## src/rtl/cardbus_mux_master.sv

```systemverilog
module cardbus_mux_master #(
  parameter logic [3:0] REGION0 = 4'h4,
  parameter logic [3:0] REGION1 = 4'h5
) (
  input  logic        clk,
  input  logic        rst_n,
  input  logic [1:0]  cs_en,
  input  logic        req_valid,
  input  logic [31:0] req_addr,
  input  logic        req_write,
  input  logic        req_word,
  input  logic [31:0] req_wdata,
  output logic        req_done,
  output logic [31:0] req_rdata,
  output logic [1:0]  cs_n,
  output logic        dir,
  output logic [15:0] bus_out,
  output logic        bus_oe,
  input  logic [15:0] bus_in,
  input  logic        dev_rdy
);

  typedef enum logic [2:0] {S_IDLE, S_HDR, S_ALO, S_DHI, S_DLO, S_FIN} st_t;

  st_t         st;
  logic [27:0] addr_q;
  logic        wr_q, word_q, sel_q;
  logic [31:0] wdata_q, rdata_q;
  logic [15:0] hi_q;

  wire hit0 = (req_addr[31:28] == REGION0) & cs_en[0];
  wire hit1 = (req_addr[31:28] == REGION1) & cs_en[1];
  wire active = (st == S_HDR) | (st == S_ALO) | (st == S_DHI) | (st == S_DLO);
  wire [15:0] header = {addr_q[25:16], word_q ? 2'b11 : 2'b00, addr_q[27:26], 2'b11};

  always_ff @(posedge clk or negedge rst_n) begin
    if (!rst_n) begin
      st      <= S_IDLE;
      addr_q  <= '0;
      wr_q    <= 1'b0;
      word_q  <= 1'b0;
      sel_q   <= 1'b0;
      wdata_q <= '0;
      rdata_q <= '0;
      hi_q    <= '0;
    end else begin
      case (st)
        S_IDLE: if (req_valid) begin
          addr_q  <= req_addr[27:0];
          wr_q    <= req_write;
          word_q  <= req_word;
          wdata_q <= req_wdata;
          sel_q   <= hit1 & ~hit0;
          rdata_q <= '0;
          st      <= (hit0 | hit1) ? S_HDR : S_FIN;
        end
        S_HDR: st <= S_ALO;
        S_ALO: st <= S_DHI;
        S_DHI: if (dev_rdy) begin
          hi_q <= bus_in;
          st   <= S_DLO;
        end
        S_DLO: begin
          if (!wr_q) rdata_q <= word_q ? {hi_q, bus_in} : {24'b0, bus_in[7:0]};
          st <= S_FIN;
        end
        default: st <= S_IDLE;
      endcase
    end
  end

  always_comb begin
    case (st)
      S_HDR:   bus_out = header;
      S_ALO:   bus_out = addr_q[15:0];
      S_DHI:   bus_out = wr_q ? wdata_q[31:16] : 16'h0;
      S_DLO:   bus_out = wr_q ? wdata_q[15:0] : 16'h0;
      default: bus_out = 16'h0;
    endcase
  end

  assign bus_oe    = (st == S_HDR) | (st == S_ALO) | (wr_q & ((st == S_DHI) | (st == S_DLO)));
  assign cs_n      = active ? (sel_q ? 2'b01 : 2'b10) : 2'b11;
  assign dir       = ~(active & wr_q);
  assign req_done  = (st == S_FIN);
  assign req_rdata = rdata_q;

endmodule


```

## config.mk

```make
export PLATFORM = sky130hd
export DESIGN_NAME = cardbus_mux_master
export DESIGN_NICKNAME = d
export VERILOG_FILES = /design/src/rtl/cardbus_mux_master.sv
export SDC_FILE = /design/constraint.sdc
export NUM_CORES = 1
export LEC_CHECK = 0
export ABC_CLOCK_PERIOD_IN_PS = 2200
export BUFFER_PORTS_ARGS = -buffer_cell sky130_fd_sc_hd__buf_2
export CAP_MARGIN = 20
export CORE_MARGIN = 10
export CORE_UTILIZATION = 51
export CTS_CLUSTER_SIZE = 40
export DETAILED_ROUTE_END_ITERATION = 6
export PLACE_DENSITY = 0.82
export SETUP_SLACK_MARGIN = 0.2
export SLEW_MARGIN = 5
export SYNTH_ARGS = -nofsm -noshare
export SYNTH_HDL_FRONTEND = slang
export SYNTH_SLANG_ARGS = --single-unit
```

## constraint.sdc

```tcl
create_clock -name clk -period 2.2 [get_ports clk]
set_input_delay 0.33 -clock clk [delete_from_list [all_inputs] [get_ports clk]]
set_output_delay 0.33 -clock clk [all_outputs]
set_load 0.05 [all_outputs]
```

==> impl_metrics.py <==
metrics = {
    "run_status": {
        "status": "finished with violations",
        "violations": "setup timing",
    },
    "die": {
        "dieHeight_um": 117,
        "dieArea_sq_mm": 0.0136,
        "num_io_pins": 141,
        "coreArea_sq_mm": 0.00920,
        "die_x_um": 117,
        "floorplan.initialDensity": 0.519,
        "std_cell_rows": 35,
    },
    "clock_network": {
        "cts.sinks": 114,
        "clockRootBuffer": "clkbuf_8",
        "htreeDepth": 4,
        "cts_tree": "yes",
        "clk_latency_ps": 510,
        "cts.reportedPaths.clkPinSlew_ps": 60,
        "ctsLongestPathBuffers": 2,
        "cts_buffers": 17,
    },
    "synth": {
        "synth_top_area_share": 0.598,
        "synth-async-reset-ratio": 1.00,
        "syn_nets": 423,
        "synth.most_common_cell": "dfrtp_1",
        "synth_area_leaders": "dfrtp_1, mux2_2, a22o_1, a22oi_1, o21ai_0",
        "avgSynthCellArea_sq_um": 14.2,
        "synth.distinct_cells": 35,
        "seq_area_frac_synth": 0.598,
        "ys_ff_latch": 114,
        "synth_area_sq_mm": 0.00477,
        "yosysTopAreaCell": "dfrtp_1",
        "synth_edf_count": 0,
        "synthFlopType": "dfrtp_1",
        "synthTopCellsByCount": "dfrtp_1, mux2_2, a22o_1, a22oi_1, o21ai_0",
        "synthCells": 335,
        "yosysWarnings": 0,
    },
    "route": {
        "wl_per_cell_um": 21.7,
        "vias_per_cell": 5.70,
        "wl_met1_um": 5640,
        "wl_met2_um": 6790,
        "drtPass1Iterations": 4,
        "route.met3.wl_um": 848,
        "highest_layer": "met5",
        "drc": 0,
        "wl_um": 13500,
        "vias": 3550,
        "ant_nets": 0,
        "drt_iter0_markers": 213,
    },
    "finish": {
        "nNetsFinal": 587,
        "drive_above_1_share": 0.640,
        "finalInstanceArea_sq_mm": 0.00666,
        "post-route-util": 0.725,
        "syn2layout_area_growth_pct": 39.7,
    },
    "critical_path": {
        "cp_slowest_stage_delay_ps": 450,
        "cp-end-kind": "primary output",
        "path_class": "reg2out",
        "path_common_cell": "buf_6",
        "crit_fanout": 8,
        "arrival_ps": 1920,
        "slowest_stage": "dfrtp_2",
        "path_delay_family": "flip-flops",
        "required_ps": 1870,
        "crit_path_start_kind": "register",
        "cp_num_buf_inv": 2,
        "crit_path_cell_trace": "nor4bb_4, buf_6, a22oi_2, o21ai_2, buf_6",
    },
    "timing": {
        "fmax_mhz": 445,
        "fin_crit_sh": 1.02,
        "fin_ws_ps": -48.3,
        "whs_ps": 50.0,
        "rsz0062_at_grt": "yes",
        "final.setup_skew_ps": 10.7,
        "setup_viol": 17,
        "relSlewSlack": 0.604,
        "drv_slew": 0,
        "final_hold_viol_count": 0,
        "layout_min_cycle_time_ps": 2250,
        "worst_pin_slew_ps": 593,
    },
    "grt": {
        "grt_pass1_wl_um": 20100,
        "overflow": 0,
        "antenna_found_initial": 2,
        "grt_start_max_net_pins": 46,
        "grt_pass1_vias": 3749,
        "grt_usage": 0.192,
    },
    "pwr": {
        "p_sw_w": 0.00501,
        "clock_power_share": 0.200,
        "p_leak_nw": 3.15,
        "ir_worst_vdd_uv": 893,
        "netSwitchingFraction": 0.416,
        "finalPower_w": 0.0121,
        "intPower_w": 0.00704,
        "seqPwrFrac": 0.312,
        "p_comb_frac": 0.487,
        "power_density_mw_per_mm2": 1810,
    },
    "place": {
        "place.gp.congestion": 0.809,
        "portBuffers": 140,
        "dp_hpwl_um": 9110,
        "place_area_sq_mm": 0.00566,
    },
    "worst_hold_path": {
        "hold_class": "in2reg",
    },
    "run": {
        "cap_viol_max_count": 0,
    },
}
[final cells by class]
class / instances / area, sq um
Inverter: 1 / 3.75
Clock buffer: 20 / 435
Antenna cell: 1 / 2.50
Multi-Input combinational cell: 193 / 1920
Fill cell: 624 / 2530
Tap cell: 111 / 139
Sequential cell: 114 / 2860
Clock inverter: 11 / 90.1
Timing Repair Buffer: 172 / 1220
[path summary, 6_finish.rpt]
path | startpoint | to | slack [ps] | depth (start not counted)
setup / recovery | st[1] | bus_out[13] | -50 | 5
hold / removal | bus_in[14] | req_rdata[14] | 50 | 2
setup reg to reg | st[1] | addr_q[1] | 240 | 6
hold reg to reg | hi_q[6] | req_rdata[22] | 480 | 1
max in group asynchronous | rst_n | wdata_q[27] | 1190 | 3
min in group asynchronous | rst_n | req_rdata[14] | 370 | 2
[power by group through the flow]
stage / clock, W / combinational [W] / sequential, W
6_report: 0.00241 / 0.00587 / 0.00377
5_1_grt: 0.00255 / 0.00618 / 0.00388
4_1_cts: 0.00244 / 0.00558 / 0.00374
3_5_place_dp: 0 / 0.00496 / 0.00372
3_3_place_gp: 0 / 0.00484 / 0.00368
2_1_floorplan: 0 / 0.00315 / 0.00429
[state kept, by name, indices dropped and copies added, names as in the netlist]
name       flops
req_rdata     32
wdata_q       32
addr_q        28
hi_q          16
st             3
sel_q          1
word_q         1
wr_q           1
[timing repair]
item / in CTS / in global routing
setup endpoints to repair: 21 / 76
pin swaps: 10 / 6
hold buffers: 1 / 0
resized for setup: 75 / 14
hold endpoints to repair: 43 / 0
setup buffers: 4 / 9
gates cloned: 1 / 2
[metal layers]
| metal | vias to the layer above | track usage |
|---|---|---|
| met2 | 117 | 0.306 |
| met5 | - | 0 |
| met3 | 19 | 0.0647 |
| met4 | 2 | 0.0741 |
| li1 | 1593 | - |
| met1 | 1819 | 0.237 |
[through the flow]
stage	setup TNS [ps]	setup WS, ps	cells
final	-513	-48.3	623
after global routing	-2180	-134	623
after CTS	-491	-69.9	611
after detailed placement	0	204	574
after global placement	0	248	574
after floorplan	-26.8	-26.8	335
[cell usage in the layout, fill, tap and decap left out, drive strengths merged]
master / instances
mux2i: 1
clkinv: 6
buf: 169
nor4b: 2
a22o: 32
o22ai: 1
nor3: 2
and3: 1
nand2: 7
mux2: 78
nor4bb: 1
nor2b: 1
nor2: 5
o21ai: 17
dfrtp: 114
o211ai: 1
clkinvlp: 4
bufinv: 1
and2: 2
a2bb2oi: 1
xnor2: 1
diode: 1
or3b: 1
and4b: 1
dlygate4sd3: 1
clkbuf: 22
a22oi: 30
inv: 1
nand3: 2
a21bo: 2
and2b: 2
a21oi: 1
nand2b: 1
[kinds of logic after synthesis]
family          after synthesis  share of synthesized area
buf+inv                      28                     0.0412
mux                          79                      0.186
xor+xnor                      1                    0.00184
compound gates               85                      0.134
simple gates                 28                     0.0391
flops                       114                      0.598
Note: power is estimated with default switching activity, not from simulation.
